**src/rtl/uart_edge_pkg.sv**
```systemverilog
`timescale 1ns/1ps
package uart_edge_pkg;

    // Word offsets (byte address bits above [1:0])
    localparam int unsigned OFS_DATA = 0;
    localparam int unsigned OFS_STAT = 1;
    localparam int unsigned OFS_CTRL = 2;
    localparam int unsigned OFS_IRQ  = 3;
    localparam int unsigned OFS_DIV  = 4;

    // Control register bits
    localparam int unsigned CTL_TXEN = 0;
    localparam int unsigned CTL_RXEN = 1;
    localparam int unsigned CTL_TXIE = 2;
    localparam int unsigned CTL_RXIE = 3;

    // State register bits
    localparam int unsigned ST_TXFULL = 0;
    localparam int unsigned ST_RXFULL = 1;
    localparam int unsigned ST_OVR    = 3;

    // Interrupt status / clear bits
    localparam int unsigned IRQ_TX = 0;
    localparam int unsigned IRQ_RX = 1;

    localparam int unsigned FRAME_BITS = 10;

    typedef enum logic [1:0] {
        RXP_IDLE,
        RXP_START,
        RXP_BITS,
        RXP_STOP
    } rx_phase_e;

endpackage

```
**src/rtl/uart_edge_txser.sv**
```systemverilog
`timescale 1ns/1ps
module uart_edge_txser #(
    parameter int DIV_W = 16
) (
    input  logic             clk,
    input  logic             rst_n,
    input  logic             en,
    input  logic [DIV_W-1:0] div,
    input  logic             avail,
    input  logic [7:0]       byte_in,
    output logic             load,
    output logic             txd
);
    import uart_edge_pkg::*;

    typedef struct packed {
        logic             busy;
        logic [9:0]       shreg;
        logic [3:0]       nleft;
        logic [DIV_W-1:0] cnt;
    } tx_st_t;

    localparam tx_st_t TX_RST = '{busy: 1'b0, shreg: '1, nleft: '0, cnt: '0};

    tx_st_t s_d, s_q;

    always_comb begin
        s_d  = s_q;
        load = 1'b0;
        if (!s_q.busy) begin
            if (en && avail) begin
                load       = 1'b1;
                s_d.busy   = 1'b1;
                s_d.shreg  = {1'b1, byte_in, 1'b0};
                s_d.nleft  = 4'(FRAME_BITS);
                s_d.cnt    = div - DIV_W'(1);
            end
        end else if (s_q.cnt == '0) begin
            if (s_q.nleft == 4'd1) begin
                s_d.busy = 1'b0;
            end else begin
                s_d.shreg = {1'b1, s_q.shreg[9:1]};
                s_d.nleft = s_q.nleft - 4'd1;
                s_d.cnt   = div - DIV_W'(1);
            end
        end else begin
            s_d.cnt = s_q.cnt - DIV_W'(1);
        end
    end

    always_ff @(posedge clk or negedge rst_n) begin
        if (!rst_n) s_q <= TX_RST;
        else        s_q <= s_d;
    end

    assign txd = s_q.busy ? s_q.shreg[0] : 1'b1;

    AST_TX_STOP_HIGH: assert property (@(posedge clk) disable iff (!rst_n) (s_q.busy && s_q.nleft == 4'd1) |-> txd);
    AST_TX_START_LOW: assert property (@(posedge clk) disable iff (!rst_n) load |=> !txd);

endmodule

```
**src/rtl/uart_edge_rxdes.sv**
```systemverilog
`timescale 1ns/1ps
module uart_edge_rxdes #(
    parameter int DIV_W = 16
) (
    input  logic             clk,
    input  logic             rst_n,
    input  logic             en,
    input  logic [DIV_W-1:0] div,
    input  logic             rxd,
    output logic             done,
    output logic [7:0]       byte_out
);
    import uart_edge_pkg::*;

    typedef struct packed {
        logic [2:0]       sync;
        rx_phase_e        phase;
        logic [DIV_W-1:0] cnt;
        logic [2:0]       idx;
        logic [7:0]       shreg;
        logic             done;
        logic [7:0]       data;
    } rx_st_t;

    localparam rx_st_t RX_RST = '{sync: '1, phase: RXP_IDLE, cnt: '0, idx: '0,
                                  shreg: '0, done: 1'b0, data: '0};

    rx_st_t s_d, s_q;
    logic   rx_s;
    logic   fall;

    assign rx_s = s_q.sync[1];
    assign fall = s_q.sync[2] && !s_q.sync[1];

    always_comb begin
        s_d      = s_q;
        s_d.sync = {s_q.sync[1:0], rxd};
        s_d.done = 1'b0;
        if (!en) begin
            s_d.phase = RXP_IDLE;
        end else begin
            unique case (s_q.phase)
                RXP_IDLE: begin
                    if (fall) begin
                        s_d.phase = RXP_START;
                        s_d.cnt   = (div >> 1) - DIV_W'(1);
                    end
                end
                RXP_START: begin
                    if (s_q.cnt == '0) begin
                        if (!rx_s) begin
                            s_d.phase = RXP_BITS;
                            s_d.cnt   = div - DIV_W'(1);
                            s_d.idx   = '0;
                        end else begin
                            s_d.phase = RXP_IDLE;
                        end
                    end else begin
                        s_d.cnt = s_q.cnt - DIV_W'(1);
                    end
                end
                RXP_BITS: begin
                    if (s_q.cnt == '0) begin
                        s_d.shreg = {rx_s, s_q.shreg[7:1]};
                        s_d.cnt   = div - DIV_W'(1);
                        if (s_q.idx == 3'd7) s_d.phase = RXP_STOP;
                        else                 s_d.idx   = s_q.idx + 3'd1;
                    end else begin
                        s_d.cnt = s_q.cnt - DIV_W'(1);
                    end
                end
                RXP_STOP: begin
                    if (s_q.cnt == '0) begin
                        s_d.phase = RXP_IDLE;
                        if (rx_s) begin
                            s_d.done = 1'b1;
                            s_d.data = s_q.shreg;
                        end
                    end else begin
                        s_d.cnt = s_q.cnt - DIV_W'(1);
                    end
                end
                default: s_d.phase = RXP_IDLE;
            endcase
        end
    end

    always_ff @(posedge clk or negedge rst_n) begin
        if (!rst_n) s_q <= RX_RST;
        else        s_q <= s_d;
    end

    assign done     = s_q.done;
    assign byte_out = s_q.data;

    AST_RX_START_LOW: assert property (@(posedge clk) disable iff (!rst_n) (s_q.phase == RXP_BITS && $past(s_q.phase) == RXP_START) |-> !$past(rx_s));
    AST_RX_STOP_HIGH: assert property (@(posedge clk) disable iff (!rst_n) done |-> ($past(rx_s) && $past(s_q.phase) == RXP_STOP));

endmodule

```
**src/rtl/uart_edge_regs.sv**
```systemverilog
`timescale 1ns/1ps
module uart_edge_regs #(
    parameter int          ADDR_W  = 12,
    parameter int          DIV_W   = 16,
    parameter int unsigned DIV_RST = 16
) (
    input  logic              clk,
    input  logic              rst_n,
    input  logic              psel,
    input  logic              penable,
    input  logic              pwrite,
    input  logic [ADDR_W-1:0] paddr,
    input  logic [31:0]       pwdata,
    output logic [31:0]       prdata,
    input  logic              tx_load,
    input  logic              rx_done,
    input  logic [7:0]        rx_byte,
    output logic              tx_en,
    output logic              rx_en,
    output logic [DIV_W-1:0]  div,
    output logic              tx_avail,
    output logic [7:0]        tx_byte,
    output logic              irq_tx,
    output logic              irq_rx
);
    import uart_edge_pkg::*;

    localparam int WORD_W = ADDR_W - 2;

    typedef struct packed {
        logic [3:0]       ctrl;
        logic [DIV_W-1:0] div;
        logic             tx_full;
        logic [7:0]       tx_buf;
        logic             rx_full;
        logic [7:0]       rx_buf;
        logic             ovr;
        logic             flag_tx;
        logic             flag_rx;
    } reg_st_t;

    localparam reg_st_t REG_RST = '{ctrl: '0, div: DIV_W'(DIV_RST), tx_full: 1'b0,
                                    tx_buf: '0, rx_full: 1'b0, rx_buf: '0, ovr: 1'b0,
                                    flag_tx: 1'b0, flag_rx: 1'b0};

    reg_st_t r_d, r_q;

    logic [WORD_W-1:0] word;
    logic acc, wr, rd;
    logic sel_data, sel_stat, sel_ctrl, sel_irq, sel_div;
    logic wr_data, rd_data, wr_stat, wr_irq;
    logic rx_busy, rx_store, tx_set, rx_set, ovr_set;
    logic unused_bits;

    assign word     = paddr[ADDR_W-1:2];
    assign acc      = psel && penable;
    assign wr       = acc && pwrite;
    assign rd       = acc && !pwrite;
    assign sel_data = (word == WORD_W'(OFS_DATA));
    assign sel_stat = (word == WORD_W'(OFS_STAT));
    assign sel_ctrl = (word == WORD_W'(OFS_CTRL));
    assign sel_irq  = (word == WORD_W'(OFS_IRQ));
    assign sel_div  = (word == WORD_W'(OFS_DIV));
    assign wr_data  = wr && sel_data;
    assign rd_data  = rd && sel_data;
    assign wr_stat  = wr && sel_stat;
    assign wr_irq   = wr && sel_irq;
    assign unused_bits = ^{paddr[1:0], pwdata};

    always_comb begin
        r_d = r_q;

        // transmit holding register
        if (tx_load) r_d.tx_full = 1'b0;
        if (wr_data && !r_q.tx_full) begin
            r_d.tx_buf  = pwdata[7:0];
            r_d.tx_full = 1'b1;
        end

        // receive holding register (a read frees the slot first)
        if (rd_data) r_d.rx_full = 1'b0;
        rx_busy  = r_q.rx_full && !rd_data;
        rx_store = rx_done && !rx_busy;
        ovr_set  = rx_done && rx_busy;
        if (rx_store) begin
            r_d.rx_buf  = rx_byte;
            r_d.rx_full = 1'b1;
        end

        // configuration
        if (wr && sel_ctrl) r_d.ctrl = pwdata[3:0];
        if (wr && sel_div)  r_d.div  = pwdata[DIV_W-1:0];

        // sticky flags, a set event beats a clear in the same cycle
        tx_set = tx_load  && r_q.ctrl[CTL_TXIE];
        rx_set = rx_store && r_q.ctrl[CTL_RXIE];
        r_d.flag_tx = (r_q.flag_tx && !(wr_irq && pwdata[IRQ_TX])) || tx_set;
        r_d.flag_rx = (r_q.flag_rx && !(wr_irq && pwdata[IRQ_RX])) || rx_set;
        r_d.ovr     = (r_q.ovr && !(wr_stat && pwdata[ST_OVR])) || ovr_set;
    end

    always_ff @(posedge clk or negedge rst_n) begin
        if (!rst_n) r_q <= REG_RST;
        else        r_q <= r_d;
    end

    always_comb begin
        prdata = '0;
        if (psel && !pwrite) begin
            if (sel_data) prdata[7:0] = r_q.rx_buf;
            if (sel_stat) begin
                prdata[ST_TXFULL] = r_q.tx_full;
                prdata[ST_RXFULL] = r_q.rx_full;
                prdata[ST_OVR]    = r_q.ovr;
            end
            if (sel_ctrl) prdata[3:0] = r_q.ctrl;
            if (sel_irq) begin
                prdata[IRQ_TX] = r_q.flag_tx;
                prdata[IRQ_RX] = r_q.flag_rx;
            end
            if (sel_div) prdata[DIV_W-1:0] = r_q.div;
        end
    end

    assign tx_en    = r_q.ctrl[CTL_TXEN];
    assign rx_en    = r_q.ctrl[CTL_RXEN];
    assign div      = r_q.div;
    assign tx_avail = r_q.tx_full;
    assign tx_byte  = r_q.tx_buf;
    assign irq_tx   = r_q.flag_tx;
    assign irq_rx   = r_q.flag_rx;

    AST_TXFLAG_ON_EDGE: assert property (@(posedge clk) disable iff (!rst_n) $rose(r_q.flag_tx) |-> ($past(r_q.tx_full) && !r_q.tx_full && $past(r_q.ctrl[CTL_TXIE])));
    AST_RXFLAG_ON_FILL: assert property (@(posedge clk) disable iff (!rst_n) $rose(r_q.flag_rx) |-> (r_q.rx_full && (!$past(r_q.rx_full) || $past(rd_data))));
    AST_TXFLAG_STICKY: assert property (@(posedge clk) disable iff (!rst_n) (r_q.flag_tx && !(wr_irq && pwdata[IRQ_TX])) |=> r_q.flag_tx);
    AST_RXFLAG_STICKY: assert property (@(posedge clk) disable iff (!rst_n) (r_q.flag_rx && !(wr_irq && pwdata[IRQ_RX])) |=> r_q.flag_rx);
    AST_FULL_WRITE_IGNORED: assert property (@(posedge clk) disable iff (!rst_n) (wr_data && r_q.tx_full) |=> $stable(r_q.tx_buf));
    AST_OVR_STICKY: assert property (@(posedge clk) disable iff (!rst_n) (r_q.ovr && !(wr_stat && pwdata[ST_OVR])) |=> r_q.ovr);

endmodule

```
**src/rtl/uart_apb_edgeirq.sv**
```systemverilog
`timescale 1ns/1ps
module uart_apb_edgeirq #(
    parameter int          ADDR_W  = 12,
    parameter int          DIV_W   = 16,
    parameter int unsigned DIV_RST = 16
) (
    input  logic              pclk,
    input  logic              presetn,
    input  logic              psel,
    input  logic              penable,
    input  logic              pwrite,
    input  logic [ADDR_W-1:0] paddr,
    input  logic [31:0]       pwdata,
    output logic [31:0]       prdata,
    output logic              pready,
    input  logic              rxd,
    output logic              txd,
    output logic              irq_tx,
    output logic              irq_rx,
    output logic              irq_any
);

    logic             tx_en, rx_en, tx_avail, tx_load, rx_done;
    logic [DIV_W-1:0] div;
    logic [7:0]       tx_byte, rx_byte;

    uart_edge_regs #(.ADDR_W(ADDR_W), .DIV_W(DIV_W), .DIV_RST(DIV_RST)) regs_i (
        .clk      (pclk),
        .rst_n    (presetn),
        .psel     (psel),
        .penable  (penable),
        .pwrite   (pwrite),
        .paddr    (paddr),
        .pwdata   (pwdata),
        .prdata   (prdata),
        .tx_load  (tx_load),
        .rx_done  (rx_done),
        .rx_byte  (rx_byte),
        .tx_en    (tx_en),
        .rx_en    (rx_en),
        .div      (div),
        .tx_avail (tx_avail),
        .tx_byte  (tx_byte),
        .irq_tx   (irq_tx),
        .irq_rx   (irq_rx)
    );

    uart_edge_txser #(.DIV_W(DIV_W)) tx_i (
        .clk     (pclk),
        .rst_n   (presetn),
        .en      (tx_en),
        .div     (div),
        .avail   (tx_avail),
        .byte_in (tx_byte),
        .load    (tx_load),
        .txd     (txd)
    );

    uart_edge_rxdes #(.DIV_W(DIV_W)) rx_i (
        .clk      (pclk),
        .rst_n    (presetn),
        .en       (rx_en),
        .div      (div),
        .rxd      (rxd),
        .done     (rx_done),
        .byte_out (rx_byte)
    );

    assign pready  = 1'b1;
    assign irq_any = irq_tx || irq_rx;

    AST_TX_LOAD_NEEDS_EN: assert property (@(posedge pclk) disable iff (!presetn) tx_load |-> (tx_en && tx_avail));
    AST_RX_GATED_OFF: assert property (@(posedge pclk) disable iff (!presetn) (!rx_en && !$past(rx_en)) |-> !rx_done);

endmodule

```
**config.mk**
```make
export PLATFORM = sky130hd
export DESIGN_NAME = uart_apb_edgeirq
export DESIGN_NICKNAME = d
export VERILOG_FILES = /design/src/rtl/uart_edge_pkg.sv /design/src/rtl/uart_edge_txser.sv /design/src/rtl/uart_edge_rxdes.sv /design/src/rtl/uart_edge_regs.sv /design/src/rtl/uart_apb_edgeirq.sv
export SDC_FILE = /design/constraint.sdc
export NUM_CORES = 1
export LEC_CHECK = 0
export BUFFER_PORTS_ARGS = -buffer_cell sky130_fd_sc_hd__buf_2
export CAP_MARGIN = 15
export CORE_MARGIN = 2
export CORE_UTILIZATION = 56
export DETAILED_ROUTE_END_ITERATION = 10
export PLACE_DENSITY = 0.75
export REMOVE_ABC_BUFFERS = 1
export SETUP_SLACK_MARGIN = 0.2
export SYNTH_ARGS = -nofsm -noshare
export SYNTH_HDL_FRONTEND = slang
export SYNTH_HIERARCHICAL = 1
export SYNTH_SLANG_ARGS = --single-unit
```
**constraint.sdc**
```tcl
create_clock -name pclk -period 6.13 [get_ports pclk]
set_input_delay 0 -clock pclk [delete_from_list [all_inputs] [get_ports pclk]]
set_output_delay 0 -clock pclk [all_outputs]
set_load 0.01 [all_outputs]
```
==> results of run 1 <==
## per-stage QoR
stage | hold WS, ns | total power, uW | instances | setup WS, ns
final | 0.07862 | 2237 | 957 | 3.322
after global placement | 0.02409 | 1202 | 904 | 3.351
after detailed placement | 0.02746 | 1217 | 904 | 3.398
after floorplan | -0.2956 | 1118 | 678 | 3.780
after CTS | 0.04867 | 2250 | 955 | 3.380
after global routing | 0.1173 | 2338 | 956 | 3.144
## sequential cells by signal, indices dropped and copies added, names as in the netlist, 8 cells and up
signal and cells:
rx_i/s_q 30, regs_i/div 16, regs_i/r_q 12, rx_i/byte_out 8, tx_i/s_q 31, regs_i/tx_byte 8
## cell usage after synthesis (all sizes together) (6+ instances only)
library cell and n:
a21oi 31, a221o 10, and2 10, and3 16
buf 64, clkbuf 14, dfrtp 99, dfstp 14
ha 11, inv 22, mux2 55, mux2i 8
nand2 41, nand2b 6, nand3 45, nand4 17
nor2 45, nor3 25, nor4 18, nor4b 7
o211ai 12, o21ai 31, o22ai 11, xnor2 26
xor2 17
## power by group
part	switching, uW	internal, uW
Sequential	94.5	815
Combinational	174	140
Clock	337	676
Total	606	1630
## cells by family (layout without fill, tap and decap cells)
kind of cell,count (synthesis),after routing,share of synthesized area (%)
flip-flops,113,113,39.44
multiplexers,63,63,9.696
other,2,18,0.1041
adder cells (fa/ha/maj),12,12,2.064
AO/OA/AOI/OAI,138,138,13.27
AND/OR/NAND/NOR,270,270,22.03
buffers and inverters,100,128,8.170
XOR/XNOR,43,43,5.221
## area by class of cell
cell class | instances | area (um2)
Clock buffer | 21 | 440.4
Inverter | 22 | 82.58
Clock inverter | 11 | 163.9
Fill cell | 1029 | 4559
Sequential cell | 113 | 2845
Multi-Input combinational cell | 543 | 3835
Antenna cell | 1 | 2.502
Tap cell | 172 | 215.2
Timing Repair Buffer | 74 | 475.5
## path summary, 6_finish.rpt
check	slack [ns]	cells past startpoint	to
max in group asynchronous	4.74	3	regs_i/div[11]$_DFFE_PN0P_
worst min-delay path	0.08	5	regs_i/r_q[11]$_DFFE_PN0P_
worst max-delay path	3.32	5	rx_i/s_q[31]$_DFFE_PN0P_
worst min register to register	0.36	0	rx_i/rx_s$_DFF_PN1_
worst max register to register	3.32	5	rx_i/s_q[31]$_DFFE_PN0P_
min in group asynchronous	0.12	2	rx_i/byte_out[4]$_DFFE_PN0P_
## metal layers
metal  part of all wire, %  track usage, %
met4                   2.5           10.39
met3                   6.0           5.717
met5                     0               0
met1                    43           34.54
met2                    48           42.14
## worst max-delay path, stage by stage, from the launching register on
cell	delay, ns
dfrtp_1	0.49
nor4_4	0.55
nand4_4	0.33
o21ai_1	0.88
o21ai_0	0.26
o21ai_0	0.17
==> results.md, run 1 <==
* Post-synth top area share at roughly 34%
* CTS Buf Count at 17
* Post-synth cell types at 80
* RSZ-0062 raised after global routing: false
* Post-route cell area at ~8100 um2
* Postcts setup bufs at 0
* Largest net degree at the start of global routing at 70
* CP Capture Type: register
* Max-slew headroom at the worst pin at between 20% and 30%
* DRC Markers at 0
* Die ar. at 13800 um2
* Fmax achieved at around 0.36 GHz
* Layout cells sized above 1 at approximately 23%
* TNS Setup at 0 ns
* Most frequent cells in the layout: dfrtp_1 (99), mux2_2 (55), buf_2 (51)
* CP Max Fanout at 15
* Final Core Density at around 64%
* DRT antenna net count at 0
* Synthesized flop and latch total at around 110
* Most common cell after layout, fill and taps aside: dfrtp_1
* DPL Wire Length at between 10000 and 15000 um
* Cell Area, Synth at between 7000 and 8000 um2
* Total I/O pin count at a little under 90
* EDFF count, synth at 0
* Number of global-route vias before repair at between 5000 and 6000
* Reg clk slew, reported paths at ~0.050 ns
* Period utilization at 45.81%
* Worst Tran Pin Value at approximately 1.1 ns
* DR iter-0 viols at between 400 and 500
* Status: completed
* DIE HEIGHT at ~120 um
* Initial antenna violation count at 0
* Biggest area consumer among synthesized cells: dfrtp_1
* Row cnt at slightly above 40
* Yosys warnings at 6
* Clk buf depth at 2
* Worst setup SP type: register
* Final setup fails at 0
* H-tree depth at 4
* I/O Buffers at 51
* FFs w/ async S/R, synth at 100.0%
* Clock Latency Late Sink at around 0.4 ns
* Worst Setup SP: rx_i/s_q[27]$_DFFE_PN0P_
* Top post-synthesis cells by area: dfrtp_1 (34%), mux2_2 (8.6%), buf_4 (5.4%)
* First-pass GRT wire length at 29030 um
* Drt pass-1 iters at 5
* Worst hold start: paddr[9]
* Sequential area share after synthesis at slightly below 40%
* Area growth, synth to finish at 11.74%
* Worst IR drop on VDD at 0.1779 mV
* Total gr overflow at 0
* Reg2Reg Launch Point: rx_i/s_q[27]$_DFFE_PN0P_
* Max-slew violations at 0
* Final number of hold-violating endpoints at 0
* Post-Synthesis Cells at between 700 and 800
* CP arrival at 3.11 ns
* Main synth FF type: dfrtp_1
* CTS tree: done
* Final net count at roughly 830
* PostCTS Resize Cnt at 0
* Via density at just over 6
* Max Cap Viol at 0
* Via count at between 5000 and 6000
* Setup CP Type: register to register
* Initial Util at approximately 57%
* Final Critical Period at ~2.8 ns
* CTS Sinks at approximately 110
* Die width at between 100 and 150 um
* Leak at approximately 0.0038 uW
* Hold-fix buffers, CTS at 19
* GP Congestion at roughly 0.89
* Core area at between 10000 and 15000 um2
* Mean Syn Cell Area at slightly below 10 um2
* Critical Path RT at around 6.4 ns
* Dpl cell area at between 7000 and 8000 um2
* PwrDens at between 200 and 300 nW/um2
* Routed WL per cell at around 18 um
* Total track usage at about a quarter
* Hold/Removal Path Class: primary input to register
* Worst Skew at approximately 0.0077 ns
* Clock root buffer: clkbuf_16
* Routed WL at roughly 17000 um
Power figures use the tool's default switching activity.
==> run 2, diff against run 1 <==
--- a/config.mk
+++ b/config.mk
@@ -8,7 +8,7 @@
 export BUFFER_PORTS_ARGS = -buffer_cell sky130_fd_sc_hd__buf_2
 export CAP_MARGIN = 15
 export CORE_MARGIN = 2
-export CORE_UTILIZATION = 56
+export CORE_UTILIZATION = 53
 export DETAILED_ROUTE_END_ITERATION = 10
 export PLACE_DENSITY = 0.75
 export REMOVE_ABC_BUFFERS = 1
==> constraint.sdc (replaced) <==
create_clock -name pclk -period 2.3 [get_ports pclk]
set_input_delay 0 -clock pclk [delete_from_list [all_inputs] [get_ports pclk]]
set_output_delay 0 -clock pclk [all_outputs]
set_load 0.01 [all_outputs]
==> results.md, run 2 (synthesis gave the netlist of run 1 again) <==
* H-tree depth at 4 (unchanged)
* DRT antenna net count at 0 (unchanged)
* # diodes at 0 (was 1)
* Die ar. at 14560 um2 (was 13800 um2)
* Leak at 0.004303 uW (was 0.003802 uW)
* Post-route cell area at 9100 um2 (was 8060 um2)
* Max Cap Viol at 0 (unchanged)
* Critical Path RT at 2.60 ns (was 6.43 ns)
* R2R Path End: rx_i/s_q[27]$_DFFE_PN0P_ (was rx_i/s_q[31]$_DFFE_PN0P_)
* CTS Sinks at 113 (unchanged)
* Layout cells sized above 1 at 37.08% (was 23.09%)
* DIE HEIGHT at 120.7 um (was 117.5 um)
* Final Critical Period at 2.183 ns (was 2.808 ns)
* CP Capture Type: register (unchanged)
* GP Congestion at 0.9562 (was 0.8885)
* Routed WL at 20360 um (was 17380 um)
* Hold/Removal Path Class: primary input to register (unchanged)
* Initial Util at 54.47% (was 57.16%)
* Final number of hold-violating endpoints at 0 (unchanged)
* Initial antenna violation count at 0 (unchanged)
* Most common cell after layout, fill and taps aside: dfrtp_1 (unchanged)
* Die width at 120.7 um (was 117.5 um)
* PwrDens at 692.0 nW/um2 (was 277.6 nW/um2)
* Pre-CTS WS at 0.02948 ns (was 3.398 ns)
* Via count at 6529 (was 5937)
* Via density at 6.284 (was 6.204)
* Total I/O pin count at 87 (unchanged)
* I/O Buffers at 51 (unchanged)
* CTS Buf Count at 17 (unchanged)
* Total gr overflow at 0 (unchanged)
* Clock Latency Late Sink at 0.42 ns (was 0.41 ns)
* Worst Hold Depth at 5 (unchanged)
* Worst Skew at 0.007112 ns (was 0.007689 ns)
* DR iter-0 viols at 579 (was 486)
* Period utilization at 94.89% (was 45.81%)
* CP arrival at 2.48 ns (was 3.11 ns)
* Status: completed (unchanged)
* Total track usage at 26.89% (was 26.16%)
* Dpl cell area at 7636 um2 (was 7258 um2)
* Clk buf depth at 2 (unchanged)
* Setup CP Type: register to register (unchanged)
* Reg clk slew, reported paths at 0.06 ns (was 0.05 ns)
* CTS tree: done (unchanged)
* Routed WL per cell at 19.59 um (was 18.16 um)
* Setup crit end: rx_i/s_q[27]$_DFFE_PN0P_ (was rx_i/s_q[31]$_DFFE_PN0P_)
* DPL Wire Length at 13200 um (was 11910 um)
* Fin worst setup slack at 0.1175 ns (was 3.322 ns)
* Final setup fails at 0 (unchanged)
* CP Max Fanout at 3 (was 15)
* Reg2Reg Launch Point: regs_i/div[1]$_DFFE_PN0P_ (was rx_i/s_q[27]$_DFFE_PN0P_)
* Row cnt at 42 (was 41)
* Max reg flops at 31 (unchanged)
* Largest Register: tx_i/s_q (unchanged)
* Area growth, synth to finish at 26.16% (was 11.74%)
* Clock root buffer: clkbuf_16 (unchanged)
* Fmax achieved at 0.4582 GHz (was 0.3561 GHz)
* Most frequent cells in the layout: dfrtp_1 (98), buf_4 (71), buf_2 (50) (was dfrtp_1 (99), mux2_2 (55), buf_2 (51))
* Worst Setup SP: regs_i/div[1]$_DFFE_PN0P_ (was rx_i/s_q[27]$_DFFE_PN0P_)
* R2R setup slack at 0.12 ns (was 3.32 ns)
* Worst IR drop on VDD at 0.4474 mV (was 0.1779 mV)
* Max-slew violations at 0 (unchanged)
* Worst setup SP type: register (unchanged)
* Worst Tran Pin Value at 0.7078 ns (was 1.101 ns)
* Drt pass-1 iters at 8 (was 5)
* First-pass GRT wire length at 30790 um (was 29030 um)
* Worst reg-to-reg path cell count at 10 (was 5)
* RSZ-0062 raised after global routing: true (was false)
* Number of global-route vias before repair at 6136 (was 5820)
* DRC Markers at 0 (unchanged)
* Core area at 13240 um2 (was 12620 um2)
* Largest net degree at the start of global routing at 44 (was 70)
* Final net count at 911 (was 832)
* Max-slew headroom at the worst pin at 52.38% (was 26.61%)
-- run 2: area by class of cell --
type                            count  area [um2]
Multi-Input combinational cell    545        4224
Fill cell                         947        4143
Sequential cell                   113        2846
Timing Repair Buffer              151        1111
Clock buffer                       20       456.7
Tap cell                          176       220.2
Clock inverter                     12       158.9
Inverter                           22       82.58
-- run 2: worst min-delay path by stage --
stage	endpoint	slack (ns)	startpoint
after floorplan	regs_i/div[0]$_DFFE_PN0P_	-0.30	presetn
after global placement	rx_i/s_q[14]$_DFFE_PN0P_	0.03	presetn
after detailed placement	rx_i/byte_out[6]$_DFFE_PN0P_	0.04	presetn
after CTS	regs_i/r_q[2]$_DFF_PN0_	0.07	paddr[3]
after global routing	regs_i/r_q[2]$_DFF_PN0_	0.12	paddr[2]
final	regs_i/r_q[11]$_DFFE_PN0P_	0.09	paddr[9]
-- run 2: per-layer routing --
metal  vias up  share of wire (%)  GRT usage [%]
met5         -                  0              0
met4         0                3.5          10.76
met3        81                7.7          6.698
met2       394                 48          43.61
met1      3170                 41          34.50
li1       2884                  -              -
-- run 2: critical path: stages, from the launching register on --
cell and delay, ns:
dfrtp_1 0.38, inv_2 0.10, ha_4 0.14, or4b_4 0.49, nor3_4 0.14, buf_6 0.14
buf_4 0.11, xnor2_1 0.13, mux2i_1 0.09, a222oi_1 0.24, o21ai_1 0.09
-- run 2: repair_timing --
item	4_1_cts	5_1_grt
endpoints found under the hold margin	72	0
buffers inserted	11	17
gates cloned	0	4
pin swaps	6	23
endpoints found under the setup margin	31	63
hold buffers	19	0
resized for setup	19	77
-- run 2: report_power, final --
group | internal (uW) | total (uW) | switching (uW)
Combinational | 564 | 1140 | 581
Clock | 1760 | 2720 | 961
Sequential | 2170 | 2430 | 258
-- run 2: through the flow --
step | cells | power (uW) | util, % | hold WS (ns) | setup TNS [ns]
finish | 1039 | 6297 | 68.72 | 0.09298 | 0
global route | 1039 | 6534 | 68.72 | 0.1191 | 0
CTS | 1018 | 6129 | 64.85 | 0.07333 | 0
detailed placement | 956 | 3353 | 57.66 | 0.03875 | 0
global placement | 956 | 3311 | 57.66 | 0.03164 | 0
floorplan | 678 | 2980 | - | -0.2956 | -0.2262
==> run 3, diff against run 2 <==
--- a/config.mk
+++ b/config.mk
@@ -15,5 +15,4 @@
 export SETUP_SLACK_MARGIN = 0.2
 export SYNTH_ARGS = -nofsm -noshare
 export SYNTH_HDL_FRONTEND = slang
-export SYNTH_HIERARCHICAL = 1
 export SYNTH_SLANG_ARGS = --single-unit
==> results.md, run 3 <==
* Status: finished, violations left (was completed)
* Failing checks: negative setup slack
* CTS Buf Count at 17 (unchanged)
* Total track usage at 30.37% (was 26.89%)
* Max-slew violations at 0 (unchanged)
* EDFF count, synth at 0 (unchanged)
* # diodes at 0 (unchanged)
* Largest net degree at the start of global routing at 68 (was 44)
* CP arrival at 2.89 ns (was 2.48 ns)
* Layout cells sized above 1 at 41.80% (was 37.08%)
* Via count at 6449 (was 6529)
* Sequential area share after synthesis at 42.74% (was 39.44%)
* Cells along the critical path: or4_4 -> or4_4 -> o31ai_4 -> inv_4 -> buf_4 -> o211ai_1 -> o211ai_1 (was inv_2 -> ha_4 -> or4b_4 -> nor3_4 -> buf_6 -> buf_4 -> xnor2_1 -> mux2i_1 -> a222oi_1 -> o21ai_1)
* CTS tree: done (unchanged)
* Xor/xnor cell area share of the yosys netlist at 3.553% (was 5.221%)
* Clk buf depth at 2 (unchanged)
* Power Total at 5201 uW (was 6297 uW)
* Final number of hold-violating endpoints at 0 (unchanged)
* Critical Path RT at 2.58 ns (was 2.60 ns)
* Worst setup SP type: register (unchanged)
* First-pass GRT wire length at 31540 um (was 30790 um)
* Yosys warnings at 0 (was 6)
* Dpl cell area at 7672 um2 (was 7636 um2)
* DIE HEIGHT at 116.1 um (was 120.7 um)
* Area growth, synth to finish at 39.45% (was 26.16%)
* DRT antenna net count at 0 (unchanged)
* Synth Area in Adders at 2.632% (was 2.064%)
* Synth Area in Compound Gates at 16.30% (was 13.27%)
* Largest Register: tx_i.s_q (was tx_i/s_q)
* Final setup fails at 30 (was 0)
* Critical-path top delay cell: or4_4 (was or4b_4)
* Max-slew headroom at the worst pin at 54.05% (was 52.38%)
* Post-Synthesis Cells at 684 (was 741)
* Synthesized flop and latch total at 113 (unchanged)
* I/O Buffers at 51 (unchanged)
* Total I/O pin count at 87 (unchanged)
* Routed WL at 20720 um (was 20360 um)
* Worst Skew at 0.006954 ns (was 0.007112 ns)
* Biggest area consumer among synthesized cells: dfrtp_1 (unchanged)
* DPL Wire Length at 13370 um (was 13200 um)
* Die width at 116.1 um (was 120.7 um)
* CTS Sinks at 113 (unchanged)
* RSZ-0062 raised after global routing: true (unchanged)
* Final Core Density at 76.64% (was 68.72%)
* Leak at 0.004533 uW (was 0.004303 uW)
* Worst Path Buf+Inv at 2 (was 3)
* Top post-synthesis cells by area: dfrtp_1 (37%), mux2_2 (9.3%), dfstp_2 (5.5%) (was dfrtp_1 (34%), mux2_2 (8.6%), buf_4 (5.4%))
* Initial Util at 54.96% (was 54.47%)
* CP Max Fanout at 8 (was 3)
* Main synth FF type: dfrtp_1 (unchanged)
* Most common cell after layout, fill and taps aside: buf_4 (was dfrtp_1)
* Max Cap Viol at 0 (unchanged)
* Total gr overflow at 0 (unchanged)
* CP Capture Type: register (unchanged)
* DR iter-0 viols at 891 (was 579)
* R2R setup slack at -0.31 ns (was 0.12 ns)
* Post-synth top area share at 37.22% (was 34.35%)
* Most common cell in the netlist: dfrtp_1 (unchanged)
* Final net count at 929 (was 911)
* Worst stage delay on the critical path at 0.59 ns (was 0.49 ns)
* Initial antenna violation count at 0 (unchanged)
* Clock Latency Late Sink at 0.43 ns (was 0.42 ns)
* Cell Area, Synth at 6656 um2 (was 7213 um2)
* Max reg flops at 31 (unchanged)
* Drt pass-1 iters at 6 (was 8)
* Final Critical Period at 2.613 ns (was 2.183 ns)
* Core area at 12110 um2 (was 13240 um2)
* Post-synth cell types at 73 (was 80)
* Worst IR drop on VDD at 0.5414 mV (was 0.4474 mV)
* H-tree depth at 4 (unchanged)
* DRC Markers at 0 (unchanged)
* Worst Tran Pin Value at 0.6876 ns (was 0.7078 ns)
* Clock root buffer: clkbuf_16 (unchanged)
* Number of global-route vias before repair at 6215 (was 6136)
* Post-route cell area at 9283 um2 (was 9100 um2)
* CP top delay family: simple AND/OR/NAND/NOR gates (unchanged)
* Routed WL per cell at 19.80 um (was 19.59 um)
* Combinational family with the most area after synthesis: simple AND/OR/NAND/NOR gates (unchanged)
* Via density at 6.165 (was 6.284)
* Fmax achieved at 0.3828 GHz (was 0.4582 GHz)
* Fin worst setup slack at -0.3125 ns (was 0.1175 ns)
* Row cnt at 40 (was 42)
* Simple-gate share of the synthesized area at 18.05% (was 22.03%)
* Mean Syn Cell Area at 9.732 um2 (was 9.734 um2)
* GP Congestion at 0.9359 (was 0.9562)
* Period utilization at 113.6% (was 94.89%)
* Die ar. at 13470 um2 (was 14560 um2)
* Reg clk slew, reported paths at 0.06 ns (about the same)
* FFs w/ async S/R, synth at 100.0% (unchanged)
* PwrDens at 560.2 nW/um2 (was 692.0 nW/um2)
* Hold/Removal Path Class: primary input to register (unchanged)
* Most frequent cells in the layout: buf_4 (102), dfrtp_1 (97), nand2_1 (56) (was dfrtp_1 (98), buf_4 (71), buf_2 (50))
* Top cells by count, synth: dfrtp_1 (99), nand2_1 (58), mux2_2 (55), o21ai_0 (43), nor2_1 (33) (was dfrtp_1 (99), mux2_2 (55), buf_4 (52), nor2_1 (44), nand3_1 (43))
* Mux share of post-synthesis cell area at 10.58% (was 9.696%)
* Fillers at 760 (was 947)
* Setup CP Type: register to register (unchanged)
run 3: changes by cell type in the layout (fill, tap and decap cells not counted), sizes merged, moves of 13 or more:
cell   change
o21ai     +14
inv       +17
buf       +45
nand3     -23
nand2     +19
xnor2     -13
run 3: worst paths after layout:
| check | from | to | cells past startpoint |
|---|---|---|---|
| setup / recovery | tx_i.s_q[10]$_DFFE_PN0P_ | tx_i.s_q[0]$_DFFE_PN0P_ | 7 |
| hold / removal | paddr[4] | regs_i.r_q[11]$_DFFE_PN0P_ | 5 |
| setup reg to reg | tx_i.s_q[10]$_DFFE_PN0P_ | tx_i.s_q[0]$_DFFE_PN0P_ | 7 |
| hold reg to reg | rx_i.s_d[39]$_DFF_PN1_ | rx_i.rx_s$_DFF_PN1_ | 0 |
| max in group asynchronous | presetn | rx_i.done$_DFF_PN0_ | 3 |
| min in group asynchronous | presetn | rx_i.s_q[14]$_DFFE_PN0P_ | 3 |
run 3: cells by family (layout without fill, tap and decap cells):
family	Yosys count	count (layout)
adders and majority gates	14	14
buffers and inverters	85	263
other	2	17
xor gates and xnor gates	27	27
DFF	113	113
muxes	61	61
AOI/OAI and AO/OA	159	159
and+or+nand+nor	223	224
run 3: worst register-to-register path: cells and delay by family, from the launching register on:
kind	cells	cell delay, ns
simple gates	2	1.14
flops	1	0.39
buf+inv	2	0.34
compound gates	3	0.61
run 3: stage by stage:
step	TNS, ns	cells	setup slack (ns)	hold WS (ns)
floorplan	-16.54	646	-0.5786	-0.2956
global placement	-2.533	966	-0.1425	-0.1526
detailed placement	-5.318	966	-0.2416	-0.1478
CTS	-2.222	1025	-0.1178	0.08941
global route	-6.414	1046	-0.3484	0.1612
finish	-4.467	1046	-0.3125	0.1397
run 3: power by group:
part	switching, uW	total [uW]	internal, uW
clock	1060	2470	1410
combinational	380	701	321
sequential	19.6	2030	2010
total	1460	5200	3740
run 3: cell type report:
cell class / count / area [um2] / area share [%]
multi-input combinational: 502 / 3974 / 42.81
sequential: 113 / 2848 / 30.68
timing repair buffer: 199 / 1575 / 16.97
clock buffer: 18 / 429.2 / 4.623
tap: 168 / 210.2 / 2.264
clock inverter: 14 / 123.9 / 1.334
inverter: 32 / 122.6 / 1.321
run 3: repair_timing:
| item | 4_1_cts | 5_1_grt |
|---|---|---|
| hold buffers | 21 | 0 |
| setup buffers | 4 | 18 |
| gates cloned | 2 | 3 |
| setup endpoints to repair | 67 | 68 |
| endpoints found under the hold margin | 132 | 0 |
| pin swaps | 22 | 32 |
| gates resized for setup | 51 | 96 |
run 3: routing by layer:
layer / up-vias / GRT usage, % / wire [um]
li1: 2852 / - / -
met1: 3156 / 39.60 / 8410
met2: 379 / 49.36 / 10180
met3: 62 / 6.642 / 1518
met4: 0 / 12.62 / 607
met5: - / 0 / 0
